==> src/rtl/st_tick_pkg.sv <==
package st_tick_pkg;

    typedef enum logic {
        ST_HALT = 1'b0,
        ST_RUN  = 1'b1
    } tick_state_e;

    localparam int unsigned NUM_REGS = 4;
    localparam int unsigned IDX_CTRL = 0;
    localparam int unsigned IDX_RLD  = 1;
    localparam int unsigned IDX_CUR  = 2;
    localparam int unsigned IDX_CAL  = 3;

    localparam int unsigned BIT_EN   = 0;
    localparam int unsigned BIT_IRQ  = 1;
    localparam int unsigned BIT_SRC  = 2;
    localparam int unsigned BIT_FLAG = 16;

    function automatic int unsigned reg_offset(input int unsigned idx);
        int unsigned ofs;
        unique case (idx)
            IDX_CTRL: ofs = 32'h010;
            IDX_RLD:  ofs = 32'h014;
            IDX_CUR:  ofs = 32'h018;
            default:  ofs = 32'h01C;
        endcase
        return ofs;
    endfunction

endpackage

==> src/rtl/st_addr_dec.sv <==
module st_addr_dec
    import st_tick_pkg::*;
#(
    parameter int ADDR_W = 12
) (
    input  logic [ADDR_W-1:0]   addr,
    output logic [NUM_REGS-1:0] hit
);

    for (genvar g = 0; g < NUM_REGS; g++) begin : g_hit
        assign hit[g] = (addr == ADDR_W'(reg_offset(g)));
    end

endmodule

==> src/rtl/st_ctrl_fsm.sv <==
module st_ctrl_fsm
    import st_tick_pkg::*;
(
    input  logic       clk,
    input  logic       rst_n,
    input  logic       cfg_wr,
    input  logic [2:0] cfg_data,
    input  logic       wrap,
    input  logic       reload_zero,
    input  logic       flag_clr,
    output logic       run,
    output logic       start,
    output logic       irq_en,
    output logic       core_src,
    output logic       flag,
    output logic       pend
);

    tick_state_e state_q;
    tick_state_e state_d;

    // State register
    always_ff @(posedge clk or negedge rst_n) begin
        if (!rst_n) begin
            state_q <= ST_HALT;
        end else begin
            state_q <= state_d;
        end
    end

    // Transitions: ARM, DISARM, EXHAUST, HOLD
    always_comb begin
        state_d = state_q;
        unique case (state_q)
            ST_HALT: begin
                if (cfg_wr && cfg_data[BIT_EN]) begin
                    state_d = ST_RUN;
                end
            end
            ST_RUN: begin
                if (cfg_wr) begin
                    if (!cfg_data[BIT_EN]) begin
                        state_d = ST_HALT;
                    end
                end else if (wrap && reload_zero) begin
                    state_d = ST_HALT;
                end
            end
            default: state_d = ST_HALT;
        endcase
    end

    // State-derived outputs
    always_comb begin
        run   = (state_q == ST_RUN);
        start = (state_q == ST_HALT) && cfg_wr && cfg_data[BIT_EN];
    end

    // Configuration bits, sticky flag, pend pulse
    always_ff @(posedge clk or negedge rst_n) begin
        if (!rst_n) begin
            irq_en   <= 1'b0;
            core_src <= 1'b0;
            flag     <= 1'b0;
            pend     <= 1'b0;
        end else begin
            if (cfg_wr) begin
                irq_en   <= cfg_data[BIT_IRQ];
                core_src <= cfg_data[BIT_SRC];
            end
            if (wrap) begin
                flag <= 1'b1;
            end else if (flag_clr) begin
                flag <= 1'b0;
            end
            pend <= wrap && irq_en;
        end
    end

endmodule

==> src/rtl/st_down_counter.sv <==
module st_down_counter #(
    parameter int CNT_W = 24
) (
    input  logic             clk,
    input  logic             rst_n,
    input  logic             load,
    input  logic             step,
    input  logic [CNT_W-1:0] reload_val,
    output logic [CNT_W-1:0] cnt,
    output logic             at_zero
);

    localparam logic [CNT_W-1:0] ONE = CNT_W'(1);

    assign at_zero = (cnt == '0);

    always_ff @(posedge clk or negedge rst_n) begin
        if (!rst_n) begin
            cnt <= '0;
        end else if (load) begin
            cnt <= reload_val;
        end else if (step) begin
            cnt <= at_zero ? reload_val : (cnt - ONE);
        end
    end

endmodule

==> src/rtl/st_read_mux.sv <==
module st_read_mux
    import st_tick_pkg::*;
#(
    parameter int CNT_W     = 24,
    parameter int DATA_W    = 32,
    parameter int CALIB_VAL = 10000
) (
    input  logic                rd_en,
    input  logic [NUM_REGS-1:0] hit,
    input  logic                run,
    input  logic                irq_en,
    input  logic                core_src,
    input  logic                flag,
    input  logic [CNT_W-1:0]    reload_val,
    input  logic [CNT_W-1:0]    cnt,
    output logic [DATA_W-1:0]   rdata
);

    logic [DATA_W-1:0] ctrl_word;

    always_comb begin
        ctrl_word           = '0;
        ctrl_word[BIT_EN]   = run;
        ctrl_word[BIT_IRQ]  = irq_en;
        ctrl_word[BIT_SRC]  = core_src;
        ctrl_word[BIT_FLAG] = flag;
    end

    always_comb begin
        rdata = '0;
        if (rd_en) begin
            if (hit[IDX_CTRL]) begin
                rdata = ctrl_word;
            end else if (hit[IDX_RLD]) begin
                rdata = DATA_W'(reload_val);
            end else if (hit[IDX_CUR]) begin
                rdata = run ? DATA_W'(cnt) : '0;
            end else if (hit[IDX_CAL]) begin
                rdata = DATA_W'(CALIB_VAL);
            end
        end
    end

endmodule

==> src/rtl/sys_tick_timer.sv <==
module sys_tick_timer
    import st_tick_pkg::*;
#(
    parameter int ADDR_W    = 12,
    parameter int DATA_W    = 32,
    parameter int CNT_W     = 24,
    parameter int CALIB_VAL = 10000
) (
    input  logic              clk,
    input  logic              rst_n,
    input  logic              wr_en,
    input  logic              rd_en,
    input  logic [ADDR_W-1:0] addr,
    input  logic [DATA_W-1:0] wdata,
    input  logic              ref_tick,
    output logic [DATA_W-1:0] rdata,
    output logic              pend_req
);

    logic [NUM_REGS-1:0] hit;
    logic                wr_ctrl, wr_rld, wr_cur, rd_ctrl;
    logic [CNT_W-1:0]    reload_q;
    logic [CNT_W-1:0]    cnt;
    logic                at_zero, run, start, irq_en, core_src, flag;
    logic                tick, wrap;
    logic                unused_wdata;

    st_addr_dec #(.ADDR_W(ADDR_W)) u_dec (
        .addr (addr),
        .hit  (hit)
    );

    assign wr_ctrl = wr_en && hit[IDX_CTRL];
    assign wr_rld  = wr_en && hit[IDX_RLD];
    assign wr_cur  = wr_en && hit[IDX_CUR];
    assign rd_ctrl = rd_en && hit[IDX_CTRL];

    always_ff @(posedge clk or negedge rst_n) begin
        if (!rst_n) begin
            reload_q <= '0;
        end else if (wr_rld) begin
            reload_q <= wdata[CNT_W-1:0];
        end
    end

    assign unused_wdata = ^wdata[DATA_W-1:CNT_W];

    assign tick = core_src ? 1'b1 : ref_tick;
    assign wrap = run && tick && at_zero;

    st_ctrl_fsm u_fsm (
        .clk         (clk),
        .rst_n       (rst_n),
        .cfg_wr      (wr_ctrl),
        .cfg_data    (wdata[2:0]),
        .wrap        (wrap),
        .reload_zero (reload_q == '0),
        .flag_clr    (rd_ctrl || wr_cur),
        .run         (run),
        .start       (start),
        .irq_en      (irq_en),
        .core_src    (core_src),
        .flag        (flag),
        .pend        (pend_req)
    );

    st_down_counter #(.CNT_W(CNT_W)) u_cnt (
        .clk        (clk),
        .rst_n      (rst_n),
        .load       (wr_cur || start),
        .step       (run && tick),
        .reload_val (reload_q),
        .cnt        (cnt),
        .at_zero    (at_zero)
    );

    st_read_mux #(
        .CNT_W     (CNT_W),
        .DATA_W    (DATA_W),
        .CALIB_VAL (CALIB_VAL)
    ) u_rmux (
        .rd_en      (rd_en),
        .hit        (hit),
        .run        (run),
        .irq_en     (irq_en),
        .core_src   (core_src),
        .flag       (flag),
        .reload_val (reload_q),
        .cnt        (cnt),
        .rdata      (rdata)
    );

endmodule

==> config.mk <==
export PLATFORM = sky130hd
export DESIGN_NAME = sys_tick_timer
export DESIGN_NICKNAME = d
export VERILOG_FILES = /design/src/rtl/st_tick_pkg.sv /design/src/rtl/st_addr_dec.sv /design/src/rtl/st_ctrl_fsm.sv /design/src/rtl/st_down_counter.sv /design/src/rtl/st_read_mux.sv /design/src/rtl/sys_tick_timer.sv
export SDC_FILE = /design/constraint.sdc
export NUM_CORES = 1
export LEC_CHECK = 0
export ABC_AREA = 1
export CORE_ASPECT_RATIO = 2
export CORE_UTILIZATION = 53
export CTS_BUF_LIST = sky130_fd_sc_hd__clkbuf_16
export CTS_CLUSTER_DIAMETER = 60
export DETAILED_ROUTE_END_ITERATION = 12
export GPL_ROUTABILITY_DRIVEN = 0
export PLACE_DENSITY = 0.83
export SLEW_MARGIN = 0
export SYNTH_ARGS = -nofsm -noshare
export SYNTH_HDL_FRONTEND = slang
export SYNTH_SLANG_ARGS = --single-unit
==> constraint.sdc <==
create_clock -name clk -period 2.37 [get_ports clk]
set_clock_uncertainty 0.1 [all_clocks]
set_input_delay 0.474 -clock clk [delete_from_list [all_inputs] [get_ports clk]]
set_output_delay 0.474 -clock clk [all_outputs]
set_load 0.02 [all_outputs]
==> results.toml, run 1 <==
[status]
status = "finished with violations"
violations = "setup timing"

[clock_tree]
cts_root_buffer = "clkbuf_16"
path_clk_slew_ns = 0.07
clock_sink_count = 53
clk_latency_ns = 0.30
cts_inserted_buffers = 5
cts_tree = "yes"
holdBufCountCts = 0
cts_buffer_depth = 2
cts_max_level = 2

[detailed_routing]
wl_per_cell_um = 19.72
drtPass1Iterations = 6
num_vias = 5181
drt-vias-per-instance = 6.046
drc = 0
ant_nets = 0
drtIter0Drc = 738
routed_wl_um = 16900

[timing]
finalCriticalPeriod_ns = 2.434
grt_setup_unrepaired = "yes"
min_period_over_period_pct = 102.7
setup_slack_ns = -0.06364
finalHoldViolCount = 0
slew_violations = 0
final.setup.tns_ns = -0.2720
timing.fmax_ghz = 0.4109
setup_viol = 12

[yosys]
syn_area_per_cell_um2 = 6.347
netlist_area_um2 = 4088
yosys_register_bits = 53
synth_seq_area_share_pct = 32.45
syn_inst = 644
yosysWarningCount = 0
synth_cell_types = 32

[critical_path]
start_kind = "input pin"
critPathCaptureType = "output port"
critPathMaxFanout = 12
crit_arrival_ns = 1.86
critPathRequiredTime_ns = 1.80
path_class = "in -> out"

[placement]
place_ws_ns = -0.8306
io_buffers = 65
dp_hpwl_um = 11540
post_dp_cell_area_um2 = 5117
dp_cells = 836

[finish]
nNetsFinal = 813
final_cell_mix = "nand2_1, nor2_1, buf_4"
final_cell_count_no_fill = 857
fill_cells = 596
areaGrowthSynthToFinish_pct = 35.81
fin_area_um2 = 5552
drive_gt1_share_pct = 24.25
mostFrequentLayoutCell = "nand2_1"
diodes = 0

[floorplanning]
initial_core_util_pct = 54.18
fp.dieH_um = 126.2
core_um2 = 7545
dieWidth_um = 64.10
rows = 45
io_pins = 82
dieArea_um2 = 8089

[grt]
grt_pass1_wl_um = 26200
grt_pass1_vias = 5144
grt_overflow = 0
grt_max_degree = 25
grt_antenna_before_repair = 0
grt_use_total_pct = 43.53

[pwr]
peakVddDrop_uv = 319.5
p_per_area_nw_per_um2 = 578.9
leakage_nw = 3.058

[min_path]
hold_path_class = "in -> async"

[flow_run]
maxCapViolations = 0
layer usage:
| layer | global-route usage, % | routed length, um | up-vias |
|---|---|---|---|
| li1 | - | - | 2260 |
| met1 | 42.33 | 4991 | 2330 |
| met2 | 73.72 | 8400 | 417 |
| met3 | 8.967 | 1421 | 174 |
| met4 | 40.92 | 2089 | 0 |
| met5 | 3.947 | 0 | - |
through the flow:
stage	hold slack [ns]	total power [W]	utilization (%)
global placement	0.3520	0.002355	67.83
CTS	0.03784	0.003118	70.65
global route	0.04901	0.003408	73.58
floorplan	0.07841	0.002054	-
detailed placement	0.3518	0.002391	67.83
finish	0.03022	0.003214	73.58
worst max-delay path, cell delays in order:
cell	delay [ns]
buf_6	0.10
inv_4	0.05
nand2_4	0.06
buf_6	0.12
nor3_4	0.26
nand2_4	0.16
buf_6	0.18
o21ai_1	0.13
o211ai_1	0.11
inv_1	0.07
buf_4	0.14
worst paths after layout:
kind / startpoint / to / slack, ns / depth (start not counted)
max: addr[0] / rdata[1] / -0.06 / 11
min: rst_n / u_cnt.cnt[23] / 0.03 / 1
max reg2reg: u_cnt.cnt[0] / u_cnt.cnt[4] / 0.17 / 11
min reg2reg: u_cnt.cnt[1] / u_cnt.cnt[1] / 0.39 / 2
max in group asynchronous: rst_n / u_cnt.cnt[12] / 1.51 / 2
min in group clk: u_cnt.cnt[1] / u_cnt.cnt[1] / 0.39 / 2
registers in the layout (all words and copies together) (netlist names):
name / count
u_fsm.run: 1
reload_q: 24
u_fsm.core_src: 1
u_cnt.cnt: 24
u_fsm.irq_en: 1
u_fsm.pend: 1
u_fsm.flag: 1
where the power goes:
group	switching, W	internal (W)	total, W	leakage [nW]
combinational	0.000991	0.000518	0.00151	2.32
sequential	0.0000470	0.000931	0.000978	0.660
clock	0.000337	0.000391	0.000727	0.0754
total	0.00138	0.00184	0.00321	3.06
area by class of cell:
| type | count | area, um^2 | area share (%) |
|---|---|---|---|
| inverters | 69 | 276.5 | 4.981 |
| repair inverters | 1 | 16.27 | 0.2930 |
| clock inverters | 3 | 17.52 | 0.3155 |
| repair buffers | 128 | 1114 | 20.06 |
| well taps | 94 | 117.6 | 2.119 |
| flip-flops and latches | 53 | 1326 | 23.89 |
| multi-input cells | 504 | 2559 | 46.09 |
| clock buffers | 5 | 125.1 | 2.254 |
logic make-up (layout without fill, tap and decap cells):
group	count (synthesis)	in the layout	synth area share, %
AO/OA/AOI/OAI	70	70	8.785
XOR/XNOR	5	5	1.071
buffers and inverters	94	206	11.08
AND/OR/NAND/NOR	412	412	43.53
multiplexers	7	7	2.387
flip-flops	53	53	32.45
other	1	8	0.09174
adder cells (fa/ha/maj)	2	2	0.6121
cell usage after synthesis (all sizes together):
cell type  number  share of area [%]
ha              2               0.61
conb            1              0.092
nor3            6               0.98
o211ai          2               0.37
nor4            7                1.1
dfrtp          53                 32
clkbuf          3               0.28
inv            68                6.2
nand3          38                5.1
nor2           84                8.9
nand4          17                2.6
o21ai          32                4.0
nand2         254                 24
a21oi          36                4.4
mux2            7                2.4
nand3b          5               0.92
buf            22                4.4
xor2            5                1.1
clkinv          1               0.12
nor3b           1               0.18
timing repair:
item                       4_1_cts  5_1_grt
gates resized for setup        183       69
setup endpoints to repair       24       41
buffers inserted                10        5
pin swaps                       13       21
cloned                           1        1
No activity file was read; power rests on OpenSTA's default activity.
==> run 2: changes to the inputs <==
--- a/config.mk
+++ b/config.mk
@@ -7,12 +7,12 @@
 export LEC_CHECK = 0
 export ABC_AREA = 1
 export CORE_ASPECT_RATIO = 2
-export CORE_UTILIZATION = 53
+export CORE_UTILIZATION = 48
 export CTS_BUF_LIST = sky130_fd_sc_hd__clkbuf_16
 export CTS_CLUSTER_DIAMETER = 60
 export DETAILED_ROUTE_END_ITERATION = 12
 export GPL_ROUTABILITY_DRIVEN = 0
-export PLACE_DENSITY = 0.83
+export PLACE_DENSITY = 0.79
 export SLEW_MARGIN = 0
 export SYNTH_ARGS = -nofsm -noshare
 export SYNTH_HDL_FRONTEND = slang
==> constraint.sdc (replaced) <==
create_clock -name clk -period 2.15 [get_ports clk]
set_clock_uncertainty 0.1 [all_clocks]
set_input_delay 0.43 -clock clk [delete_from_list [all_inputs] [get_ports clk]]
set_output_delay 0.43 -clock clk [all_outputs]
set_load 0.02 [all_outputs]
==> run 2 against run 1 <==
The flow still finishes with violations (setup timing); global-route usage is 4.4 points lower; hold slack better by 0.36 ns; critical path depth is 1 lower; core utilization is 2.4 points lower; routed wire length is 4.4% higher; final area is 6.4% higher; first-iteration DRC count is 8.4% lower; sequential cell count stayed put; final cell count is 1.6% higher; non-clock buffer count is 11 higher; die area is 10% higher; largest power group unchanged.
==> results.toml, run 2 (synthesis results as in run 1) <==
[status]
status = "finished with violations"
violations = "setup timing"

[critical_path]
critPathCaptureType = "output port"
reg2reg_from = "u_cnt.cnt[0]"
cp_common_cell = "nand2_2"
crit_cells = 10
max_stage_delay_ns = 0.26
regToRegEndpoint = "u_cnt.cnt[13]"
cp_cell_sequence = "buf_4 -> inv_2 -> nor3_4 -> nand2_2 -> nor2_4 -> buf_12 -> buf_8 -> nand2_2 -> a21oi_2 -> buf_6"
crit_start = "addr[3]"
crit_path_top_delay_cell = "nor3_4"
start_kind = "input pin"
crit_path_end = "rdata[19]"
worst-path-buf-inv = 5
rrSetupSlack_ns = 0.04
ff2ff_path_depth = 9
critPathRequiredTime_ns = 1.62
critPathMaxFanout = 6
crit_arrival_ns = 1.79
path_class = "in -> out"
cp_top_family = "simple AND/OR/NAND/NOR gates"

[finish]
areaGrowthSynthToFinish_pct = 44.44
mostFrequentLayoutCell = "nand2_1"
multi_input_area_um2 = 2693
ff_latch_area_um2 = 1326
utilization_pct = 71.21
nNetsFinal = 823
drive_gt1_share_pct = 28.20
final_cell_mix = "nand2_1, buf_4, nor2_1"
top_regs = "reload_q: 24 flops, u_cnt.cnt: 24 flops"
fill_cells = 606
diodes = 0

[clock_tree]
cts_max_level = 2
path_clk_slew_ns = 0.07
cts_inserted_buffers = 5
cts_buffer_depth = 2
clock_sink_count = 53
cts_tree = "yes"
clk_latency_ns = 0.31
cts_root_buffer = "clkbuf_16"

[pwr]
leakage_nw = 3.147
p_per_area_nw_per_um2 = 637.8
peakVddDrop_uv = 397.2
finalPower_w = 0.003766

[floorplanning]
fp.dieH_um = 132.5
rows = 47
initial_core_util_pct = 49.30
dieArea_um2 = 8912
core_um2 = 8292
io_pins = 82
dieWidth_um = 67.26

[grt]
grt_max_degree = 33
grt_pass1_wl_um = 25440
grt_use_total_pct = 39.14
grt_overflow = 0
grt_antenna_before_repair = 0
grt_pass1_vias = 5033

[detailed_routing]
wl_per_cell_um = 20.27
drtIter0Drc = 676
drt-vias-per-instance = 6.015
routed_wl_um = 17650
drtPass1Iterations = 6
num_vias = 5239
ant_nets = 0
drc = 0

[timing]
setup_slack_ns = -0.1696
timing.fmax_ghz = 0.4311
finalCriticalPeriod_ns = 2.320
slew_violations = 0
finalHoldViolCount = 0
min_period_over_period_pct = 107.9
setup_viol = 21
tightest_slew_ns = 0.5388
grt_setup_unrepaired = "yes"
slew_headroom_pct = 63.70

[placement]
dp_hpwl_um = 12130
io_buffers = 65

[flow_run]
maxCapViolations = 0

[min_path]
hold_path_class = "reg -> reg"
hp-start = "u_fsm.irq_en"
[run 2: power by group]
| part | leakage (nW) | total (W) | internal, W | switching (W) |
|---|---|---|---|---|
| clock network | 0.0680 | 0.000860 | 0.000441 | 0.000419 |
| registers | 0.660 | 0.00108 | 0.00103 | 0.0000504 |
| logic | 2.42 | 0.00183 | 0.000667 | 0.00116 |
[run 2: worst register-to-register path, stage by stage, from the launching register on]
cell,delay [ns]
dfrtp_1,0.43
inv_2,0.16
ha_1,0.23
nand3_1,0.09
nor3_1,0.23
nand3_2,0.27
nand3_4,0.23
nand2_1,0.10
nand3_1,0.09
nand2_1,0.07
[run 2: per-layer routing]
layer,global-route usage [%],vias to the layer above,share of wire [%]
met5,0,-,0
met2,64.67,427,50
met1,37.06,2332,29
met3,8.621,190,7.5
met4,38.53,0,13
li1,-,2290,-
[run 2: final cells by class]
cell class | count | share of cell area (%)
Clock buffer | 5 | 2.119
Clock inverter | 3 | 0.4450
Inverter | 69 | 4.683
Multi-Input combinational cell | 504 | 45.60
Sequential cell | 53 | 22.46
Tap cell | 98 | 2.077
Timing Repair Buffer | 139 | 22.61
[run 2: worst min-delay path by stage]
stage / slack [ns] / cells past startpoint / to
finish: 0.39 / 2 / u_fsm.irq_en
global route: 0.42 / 2 / u_fsm.irq_en
CTS: 0.39 / 2 / u_fsm.irq_en
detailed placement: 0.26 / 1 / u_cnt.cnt[21]
global placement: 0.26 / 1 / u_cnt.cnt[21]
floorplan: 0.03 / 0 / reload_q[0]
[run 2: metrics by stage]
step / cell area [um^2] / hold slack [ns] / setup WS (ns) / cells / setup TNS [ns]
final: 5904 / 0.3870 / -0.1696 / 871 / -2.279
after global routing: 5904 / 0.4163 / -0.2618 / 871 / -5.639
after CTS: 5542 / 0.3918 / -0.1146 / 868 / -1.777
after floorplan: 4114 / 0.03441 / 0.005653 / 651 / 0
after detailed placement: 5225 / 0.2638 / -0.9612 / 852 / -35.19
after global placement: 5225 / 0.2633 / -0.9289 / 852 / -32.35
[run 2: what timing repair did]
item                                   4_1_cts  5_1_grt
gates resized for setup                    234       89
cloned                                       1        0
setup endpoints to repair                   48       51
hold buffers                                 1        0
setup buffers                                6        5
endpoints found under the hold margin       15        0
pin swaps                                   24       36
